--- src/rtl/nfe_pkg.sv ---
// Shared constants and state types for the flash erase sequencer.
// Assumes a single-line SPI flash that uses the common 0x06 / 0x05 codes.
package nfe_pkg;
    localparam logic [7:0] OP_WREN = 8'h06;
    localparam logic [7:0] OP_RDSR = 8'h05;
    localparam int STATUS_FRAME_BITS = 16;

    typedef enum logic [2:0] {
        FR_IDLE, FR_SETUP, FR_HIGH, FR_LOW, FR_TAIL
    } fr_state_t;

    typedef enum logic [2:0] {
        SQ_IDLE, SQ_WREN_GO, SQ_WREN_RUN, SQ_ERASE_GO,
        SQ_ERASE_RUN, SQ_POLL_GO, SQ_POLL_RUN, SQ_GAP
    } sq_state_t;
endpackage

--- src/rtl/nfe_spi_frame.sv ---
// Runs one SPI mode-0 frame: drops chip select, clocks nbits_i bits of
// tx_i out MSB-first, samples miso on every rising edge, then releases
// chip select. Each serial clock phase lasts HALF_CYC system clocks.
// Assumes go_i is only raised while the engine is idle and nbits_i > 0.
module nfe_spi_frame
    import nfe_pkg::*;
#(
    parameter int HALF_CYC = 2,
    parameter int FRAME_W  = 32,
    localparam int BITS_W  = $clog2(FRAME_W + 1),
    localparam int HC_W    = (HALF_CYC > 1) ? $clog2(HALF_CYC) : 1
) (
    input  logic               clk,
    input  logic               rst_n,
    input  logic               go_i,
    input  logic [BITS_W-1:0]  nbits_i,
    input  logic [FRAME_W-1:0] tx_i,
    output logic               fin_o,
    output logic [7:0]         rx_o,
    output logic               cs_n_o,
    output logic               sck_o,
    output logic               mosi_o,
    input  logic               miso_i
);
    fr_state_t          st;
    logic [HC_W-1:0]    hcnt;
    logic [FRAME_W-1:0] sreg;
    logic [BITS_W-1:0]  left;
    logic [7:0]         rx;
    logic               tick;

    assign tick   = (hcnt == HC_W'(HALF_CYC - 1));
    assign mosi_o = sreg[FRAME_W-1];
    assign fin_o  = (st == FR_TAIL) && tick;
    assign rx_o   = rx;

    // Phase timer: counts system clocks inside one serial clock half period.
    always_ff @(posedge clk) begin
        if (!rst_n || st == FR_IDLE || tick) hcnt <= '0;
        else                                 hcnt <= hcnt + 1'b1;
    end

    // Frame state machine: chip select, serial clock, shift and sample.
    always_ff @(posedge clk) begin
        if (!rst_n) begin
            st     <= FR_IDLE;
            cs_n_o <= 1'b1;
            sck_o  <= 1'b0;
            sreg   <= '0;
            left   <= '0;
            rx     <= '0;
        end else begin
            case (st)
                FR_IDLE: if (go_i) begin
                    cs_n_o <= 1'b0;
                    sreg   <= tx_i;
                    left   <= nbits_i;
                    st     <= FR_SETUP;
                end
                FR_SETUP, FR_LOW: if (tick) begin
                    sck_o <= 1'b1;
                    rx    <= {rx[6:0], miso_i};
                    st    <= FR_HIGH;
                end
                FR_HIGH: if (tick) begin
                    sck_o <= 1'b0;
                    sreg  <= sreg << 1;
                    left  <= left - 1'b1;
                    st    <= (left == BITS_W'(1)) ? FR_TAIL : FR_LOW;
                end
                FR_TAIL: if (tick) begin
                    cs_n_o <= 1'b1;
                    st     <= FR_IDLE;
                end
                default: st <= FR_IDLE;
            endcase
        end
    end


    sck_idle_low_chk: assert property (@(posedge clk) disable iff (!rst_n)
        cs_n_o |-> !sck_o);

    mosi_hold_chk: assert property (@(posedge clk) disable iff (!rst_n)
        (sck_o && $past(sck_o)) |-> $stable(mosi_o));

    tail_low_chk: assert property (@(posedge clk) disable iff (!rst_n)
        fin_o |-> !sck_o);
endmodule

--- src/rtl/nfe_status_match.sv ---
// Decides whether a status byte reports the device as ready:
// the byte ANDed with the mask must equal the match value.
// Assumes mask and match are stable for the whole sequence.
module nfe_status_match #(
    parameter int ST_W = 8
) (
    input  logic [ST_W-1:0] status_i,
    input  logic [ST_W-1:0] mask_i,
    input  logic [ST_W-1:0] match_i,
    output logic            hit_o
);
    // AND-mode compare of the masked status against the expected value.
    always_comb hit_o = ((status_i & mask_i) == match_i);
endmodule

--- src/rtl/nfe_poll_pacer.sv ---
// Keeps the idle gap timer between status frames and counts the
// status frames already issued against the poll limit.
// Assumes clear_i comes once at the start of each sequence.
module nfe_poll_pacer #(
    parameter int HALF_CYC = 2,
    parameter int GAP_W    = 8,
    parameter int LIM_W    = 16,
    localparam int TMR_W   = GAP_W + $clog2(2 * HALF_CYC) + 1
) (
    input  logic             clk,
    input  logic             rst_n,
    input  logic             clear_i,
    input  logic             load_gap_i,
    input  logic [GAP_W-1:0] gap_i,
    output logic             gap_done_o,
    input  logic             poll_inc_i,
    input  logic [LIM_W-1:0] limit_i,
    output logic             last_poll_o
);
    logic [TMR_W-1:0] tmr;
    logic [LIM_W-1:0] pcnt;
    logic [LIM_W:0]   lim_eff;

    assign gap_done_o  = (tmr == '0);
    assign lim_eff     = (limit_i == '0) ? (LIM_W+1)'(1) : {1'b0, limit_i};
    assign last_poll_o = (({1'b0, pcnt} + 1'b1) >= lim_eff);

    // Gap timer: loads gap x one serial period in system clocks, counts down.
    always_ff @(posedge clk) begin
        if (!rst_n)          tmr <= '0;
        else if (load_gap_i) tmr <= TMR_W'(gap_i) * TMR_W'(2 * HALF_CYC);
        else if (tmr != '0)  tmr <= tmr - 1'b1;
    end

    // Poll counter: number of status frames finished in this sequence.
    always_ff @(posedge clk) begin
        if (!rst_n || clear_i) pcnt <= '0;
        else if (poll_inc_i)   pcnt <= pcnt + 1'b1;
    end


    poll_bound_chk: assert property (@(posedge clk) disable iff (!rst_n)
        ({1'b0, pcnt} <= lim_eff));
endmodule

--- src/rtl/nor_erase_poller.sv ---
// Top of the flash erase sequencer. On an accepted start it sends
// write-enable, then the sector erase, then status reads separated by a
// programmable gap until the status matches (done) or the limit is hit
// (error). Assumes the host holds its inputs only for the start cycle.
module nor_erase_poller
    import nfe_pkg::*;
#(
    parameter int ADDR_W          = 24,
    parameter int HALF_CYC        = 2,
    parameter int GAP_W           = 8,
    parameter int LIM_W           = 16,
    parameter logic [7:0] ERASE_OP = 8'h20,
    localparam int FRAME_W        = 8 + ADDR_W,
    localparam int BITS_W         = $clog2(FRAME_W + 1)
) (
    input  logic              clk,
    input  logic              rst_n,
    input  logic              start_i,
    input  logic [ADDR_W-1:0] addr_i,
    input  logic [7:0]        stat_mask_i,
    input  logic [7:0]        stat_match_i,
    input  logic [GAP_W-1:0]  poll_gap_i,
    input  logic [LIM_W-1:0]  poll_limit_i,
    output logic              done_o,
    output logic              error_o,
    output logic              cs_n_o,
    output logic              sck_o,
    output logic              mosi_o,
    input  logic              miso_i
);
    sq_state_t          st;
    logic [ADDR_W-1:0]  addr_q;
    logic [7:0]         mask_q, match_q;
    logic [GAP_W-1:0]   gap_q;
    logic [LIM_W-1:0]   limit_q;
    logic               go, fin, hit, gap_done, last_poll;
    logic               accept, poll_fin;
    logic [FRAME_W-1:0] tx;
    logic [BITS_W-1:0]  nbits;
    logic [7:0]         rx;

    assign accept   = (st == SQ_IDLE) && start_i;
    assign poll_fin = (st == SQ_POLL_RUN) && fin;

    // Frame selection: content and length for the frame being launched.
    always_comb begin
        go    = 1'b0;
        tx    = {OP_RDSR, {ADDR_W{1'b0}}};
        nbits = BITS_W'(STATUS_FRAME_BITS);
        case (st)
            SQ_WREN_GO: begin
                go    = 1'b1;
                tx    = {OP_WREN, {ADDR_W{1'b0}}};
                nbits = BITS_W'(8);
            end
            SQ_ERASE_GO: begin
                go    = 1'b1;
                tx    = {ERASE_OP, addr_q};
                nbits = BITS_W'(FRAME_W);
            end
            SQ_POLL_GO: go = 1'b1;
            default: ;
        endcase
    end

    nfe_spi_frame #(.HALF_CYC(HALF_CYC), .FRAME_W(FRAME_W)) frame_i (
        .clk(clk), .rst_n(rst_n), .go_i(go), .nbits_i(nbits), .tx_i(tx),
        .fin_o(fin), .rx_o(rx), .cs_n_o(cs_n_o), .sck_o(sck_o),
        .mosi_o(mosi_o), .miso_i(miso_i)
    );

    nfe_status_match #(.ST_W(8)) match_i (
        .status_i(rx), .mask_i(mask_q), .match_i(match_q), .hit_o(hit)
    );

    nfe_poll_pacer #(.HALF_CYC(HALF_CYC), .GAP_W(GAP_W), .LIM_W(LIM_W)) pacer_i (
        .clk(clk), .rst_n(rst_n), .clear_i(accept),
        .load_gap_i(poll_fin && !hit && !last_poll), .gap_i(gap_q),
        .gap_done_o(gap_done), .poll_inc_i(poll_fin),
        .limit_i(limit_q), .last_poll_o(last_poll)
    );

    // Request capture: settings are latched only when a start is accepted.
    always_ff @(posedge clk) begin
        if (!rst_n) begin
            addr_q  <= '0;
            mask_q  <= '0;
            match_q <= '0;
            gap_q   <= '0;
            limit_q <= '0;
        end else if (accept) begin
            addr_q  <= addr_i;
            mask_q  <= stat_mask_i;
            match_q <= stat_match_i;
            gap_q   <= poll_gap_i;
            limit_q <= poll_limit_i;
        end
    end

    // Sequence state machine and result flags.
    always_ff @(posedge clk) begin
        if (!rst_n) begin
            st      <= SQ_IDLE;
            done_o  <= 1'b0;
            error_o <= 1'b0;
        end else begin
            case (st)
                SQ_IDLE: if (start_i) begin
                    done_o  <= 1'b0;
                    error_o <= 1'b0;
                    st      <= SQ_WREN_GO;
                end
                SQ_WREN_GO:   st <= SQ_WREN_RUN;
                SQ_WREN_RUN:  if (fin) st <= SQ_ERASE_GO;
                SQ_ERASE_GO:  st <= SQ_ERASE_RUN;
                SQ_ERASE_RUN: if (fin) st <= SQ_POLL_GO;
                SQ_POLL_GO:   st <= SQ_POLL_RUN;
                SQ_POLL_RUN: if (fin) begin
                    if (hit) begin
                        done_o <= 1'b1;
                        st     <= SQ_IDLE;
                    end else if (last_poll) begin
                        error_o <= 1'b1;
                        st      <= SQ_IDLE;
                    end else begin
                        st <= SQ_GAP;
                    end
                end
                SQ_GAP: if (gap_done) st <= SQ_POLL_GO;
                default: st <= SQ_IDLE;
            endcase
        end
    end


    start_ignored_chk: assert property (@(posedge clk) disable iff (!rst_n)
        (st != SQ_IDLE && start_i) |=> $stable(addr_q));

    flags_excl_chk: assert property (@(posedge clk) disable iff (!rst_n)
        !(done_o && error_o));

    gap_quiet_chk: assert property (@(posedge clk) disable iff (!rst_n)
        (st == SQ_GAP) |-> cs_n_o);

    err_at_limit_chk: assert property (@(posedge clk) disable iff (!rst_n)
        $rose(error_o) |-> $past(last_poll));

    flag_hold_chk: assert property (@(posedge clk) disable iff (!rst_n)
        (st == SQ_IDLE && !start_i && done_o) |=> done_o);
endmodule

--- config.mk ---
export PLATFORM = sky130hd
export DESIGN_NAME = nor_erase_poller
export DESIGN_NICKNAME = d
export VERILOG_FILES = /design/src/rtl/nfe_pkg.sv /design/src/rtl/nfe_spi_frame.sv /design/src/rtl/nfe_status_match.sv /design/src/rtl/nfe_poll_pacer.sv /design/src/rtl/nor_erase_poller.sv
export SDC_FILE = /design/constraint.sdc
export NUM_CORES = 1
export LEC_CHECK = 0
export BUFFER_PORTS_ARGS = -buffer_cell sky130_fd_sc_hd__buf_2
export CORE_ASPECT_RATIO = 2
export CORE_UTILIZATION = 59
export DETAILED_ROUTE_END_ITERATION = 8
export HOLD_SLACK_MARGIN = 0.15
export PLACE_DENSITY = 0.77
export SETUP_SLACK_MARGIN = 0.1
export SYNTH_ARGS = -nofsm -noshare
export SYNTH_HDL_FRONTEND = slang
export SYNTH_SLANG_ARGS = --single-unit
--- constraint.sdc ---
create_clock -name clk -period 4.3 [get_ports clk]
set_input_delay 0.215 -clock clk [delete_from_list [all_inputs] [get_ports clk]]
set_output_delay 0.215 -clock clk [all_outputs]
set_load 0.01 [all_outputs]
==> metrics <==
syn_area_per_cell=between 8 and 9 sq um; number of port buffers=a little over 70; Max Cap Viol=0; layout cell share with drive strength beyond 1=0.142; clock root buffer=clkbuf_16; post-synthesis register bit count=~150; Starting Density=0.605; Post-CTS Setup Bufs=0; combinational cell fraction of total power=0.199; normalized max-slew margin=0.226; nets=between 1000 and 1500; clk_skew=~0.0080 ns; switch share=0.308; worst vdd ir=around 0.00037 V; post-DP HPWL=between 10000 and 15000 microns; # resized after CTS=0; core area=around 11000 sq um; CP startpoint kind=flop; Clock transition at path regs=~0.07 ns; routed len/inst=between 10 and 15 microns; Final Core Density=0.744; initial antenna violation count=0; Crit-path slowest cell=nor4_2; sequential share of the synthesized area=0.434; fillers=approximately 830; Worst Setup End Kind=flop; cell area power density=approximately 460 nW/um^2; static leakage=3.40 nW; CTS max path bufs=2; synthesis-to-finish area growth=23.1%; Yosys cell types=between 50 and 60; routability congestion estimate=between 0.9 and 1; die height=about 150 microns; total gr overflow=0; pin count of the biggest net entering global routing=69; Pins Over Slew Limit=0; num rows=55; drt total wl=16000 microns; initial drt markers=slightly below 500; Synth Instances=836; vias after detailed routing=around 6200; CTS tree=built; worst-skew pair later-pin latency=roughly 0.42 ns; EDFF count, synth=0; Final Hold Fails=0; Non-Filler Instances=around 1100; Hold-fix buffers, CTS=66; first-pass GRT wire length=~27000 microns; Sink Count=about 150; Setup CP Type=reg2reg; Die Area=12000 sq um; HP Class=in2reg; H-tree level count=4; Syn Nets=between 900 and 1000; Critical Path RT=4.64 ns; dominant synthesized flop cell=dfxtp_1; RSZ-0062 raised after global routing=no; die span in x=~78 microns; Worst-Margin Slew=approximately 1.2 ns; Routed Antenna Nets=0; sequential share of power=0.424; warnings from Yosys=0; Clk network pwr share=0.377; reported net switching power=around 1.2 mW; placed cell count=about 1000; via/cell ratio=~5.6; drt first pass iters=5; final setup vio count=0; synthesized cell area=between 6000 and 7000 sq um; worst path cell trace=ha_1 -> nand3_4 -> nor4_2 -> nand3_1 -> xnor2_1 -> ha_1 -> nand3_1 -> nor4_2 -> a2111oi_4 -> o2111ai_4 -> nor2_4 -> mux2i_1; Final period util=0.865; Max stage delay on crit path=approximately 0.50 ns; setup_tns=0 ns; status=finished, final reports clean; Fmax=about 270 MHz; Critical Path AT=4.06 ns; ys async rst share=0; Min Clock Period, post-route=3.72 ns; Critical Path Fanout Max=11; vias in the first global route=between 6000 and 7000; I/O pins=73; internal power=between 2 and 3 mW; antenna cells=0; CTS Buf Count=17; detailed-route DRC error count=0; GRT Total Usage=0.278
[sequential cells by signal (all words and copies together) (netlist names)]
name and cells:
frame_i.sreg 32, addr_q 24, limit_q 16, pacer_i.pcnt 16, pacer_i.tmr 11, frame_i.rx_o 8
gap_q 8, mask_q 8, match_q 8, frame_i.left 6, frame_i.st 3, st 3
done_o 1, error_o 1, frame_i.cs_n_o 1, frame_i.hcnt 1, frame_i.sck_o 1
[critical path: cells and delay by family, from the launching register on]
kind	cells	cell delay [ns]
multiplexers	1	0.27
XOR/XNOR	1	0.16
flip-flops	1	0.44
AND/OR/NAND/NOR	6	1.44
AO/OA/AOI/OAI	2	0.68
adder cells (fa/ha/maj)	2	0.62
[area by class of cell]
| cell class | instances | area (sq um) | area share |
|---|---|---|---|
| well taps | 142 | 178 | 0.0211 |
| inverters | 22 | 83.8 | 0.00998 |
| flip-flops and latches | 148 | 2960 | 0.353 |
| clock inverters | 15 | 161 | 0.0192 |
| clock buffers | 17 | 425 | 0.0506 |
| multi-input cells | 612 | 3530 | 0.420 |
| repair buffers | 143 | 1060 | 0.126 |
[logic make-up after synthesis]
group                    Yosys count  share of synthesized area
XOR/XNOR                          37                     0.0475
adder cells (fa/ha/maj)           20                     0.0367
multiplexers                      15                     0.0220
AO/OA/AOI/OAI                    165                      0.157
buffers and inverters             76                     0.0491
AND/OR/NAND/NOR                  375                      0.254
flip-flops                       148                      0.434
[cell usage after synthesis, types with 6 or more instances]
cell type	instances	area (sq um)
xor2_1	24	210
and3_1	7	43.8
o21ai_0	14	70.1
xnor2_1	13	114
mux2i_1	15	150
clkbuf_1	23	86.3
ha_1	20	250
nor3_1	43	215
dfxtp_1	148	2960
buf_1	11	41.3
nand4_1	7	43.8
buf_2	15	75.1
nand2_1	187	702
a211oi_1	6	45.0
a221oi_1	24	210
nand3_1	8	40.0
a21oi_1	92	460
nor2_1	82	308
inv_1	22	82.6
[cells in the final DEF, fill, tap and decap left out, drive strengths merged, types with 17 or more instances in the layout]
| cell | netlist | layout |
|---|---|---|
| dlygate4sd3 | 0 | 66 |
| nand2 | 188 | 188 |
| a21oi | 93 | 93 |
| clkbuf | 23 | 17 |
| dfxtp | 148 | 148 |
| nor3 | 48 | 48 |
| ha | 20 | 20 |
| xor2 | 24 | 24 |
| nor2 | 83 | 83 |
| inv | 22 | 30 |
| buf | 31 | 77 |
| a221oi | 24 | 24 |
[power by group through the flow]
| stage | combinational [mW] | sequential, mW | clock [mW] |
|---|---|---|---|
| 6_report | 0.768 | 1.63 | 1.46 |
| 3_5_place_dp | 0.711 | 1.66 | 0 |
| 2_1_floorplan | 0.566 | 1.62 | 0 |
| 3_3_place_gp | 0.674 | 1.65 | 0 |
| 5_1_grt | 0.858 | 1.65 | 1.55 |
| 4_1_cts | 0.769 | 1.63 | 1.48 |
[per-layer routing]
| layer | GRT usage | wire (microns) | vias up | share of wire |
|---|---|---|---|---|
| met3 | 0.0564 | 510 | 37 | 0.032 |
| met4 | 0.116 | 444 | 0 | 0.028 |
| met1 | 0.298 | 6300 | 2924 | 0.39 |
| li1 | - | - | 3074 | - |
| met5 | 0 | 0 | - | 0 |
| met2 | 0.516 | 8770 | 157 | 0.55 |
[stage by stage]
| stage | cell area, sq um | hold WS, ns | setup WS (ns) | total power, mW |
|---|---|---|---|---|
| 3_5_place_dp | 7150 | 0.449 | 0.636 | 2.37 |
| 5_1_grt | 8400 | 0.240 | 0.388 | 4.06 |
| 3_3_place_gp | 7150 | 0.437 | 0.865 | 2.33 |
| 4_1_cts | 8400 | 0.208 | 0.598 | 3.88 |
| 2_1_floorplan | 6830 | 0.351 | 1.17 | 2.19 |
| 6_report | 8400 | 0.230 | 0.579 | 3.86 |
[path summary, 6_finish.rpt]
path                                                   start                           to  slack (ns)  depth (start not counted)
worst max-delay path            pacer_i.pcnt[0]$_SDFFE_PP0P_  pacer_i.tmr[6]$_SDFFE_PN0P_        0.58                         12
worst min-delay path                                 start_i           st[0]$_SDFFE_PN0P_        0.23                          5
worst max register to register  pacer_i.pcnt[0]$_SDFFE_PP0P_  pacer_i.tmr[6]$_SDFFE_PN0P_        0.58                         12
worst min register to register        addr_q[5]$_SDFFE_PN0P_       addr_q[5]$_SDFFE_PN0P_        0.46                          2
No activity file was read; power rests on OpenSTA's default activity.
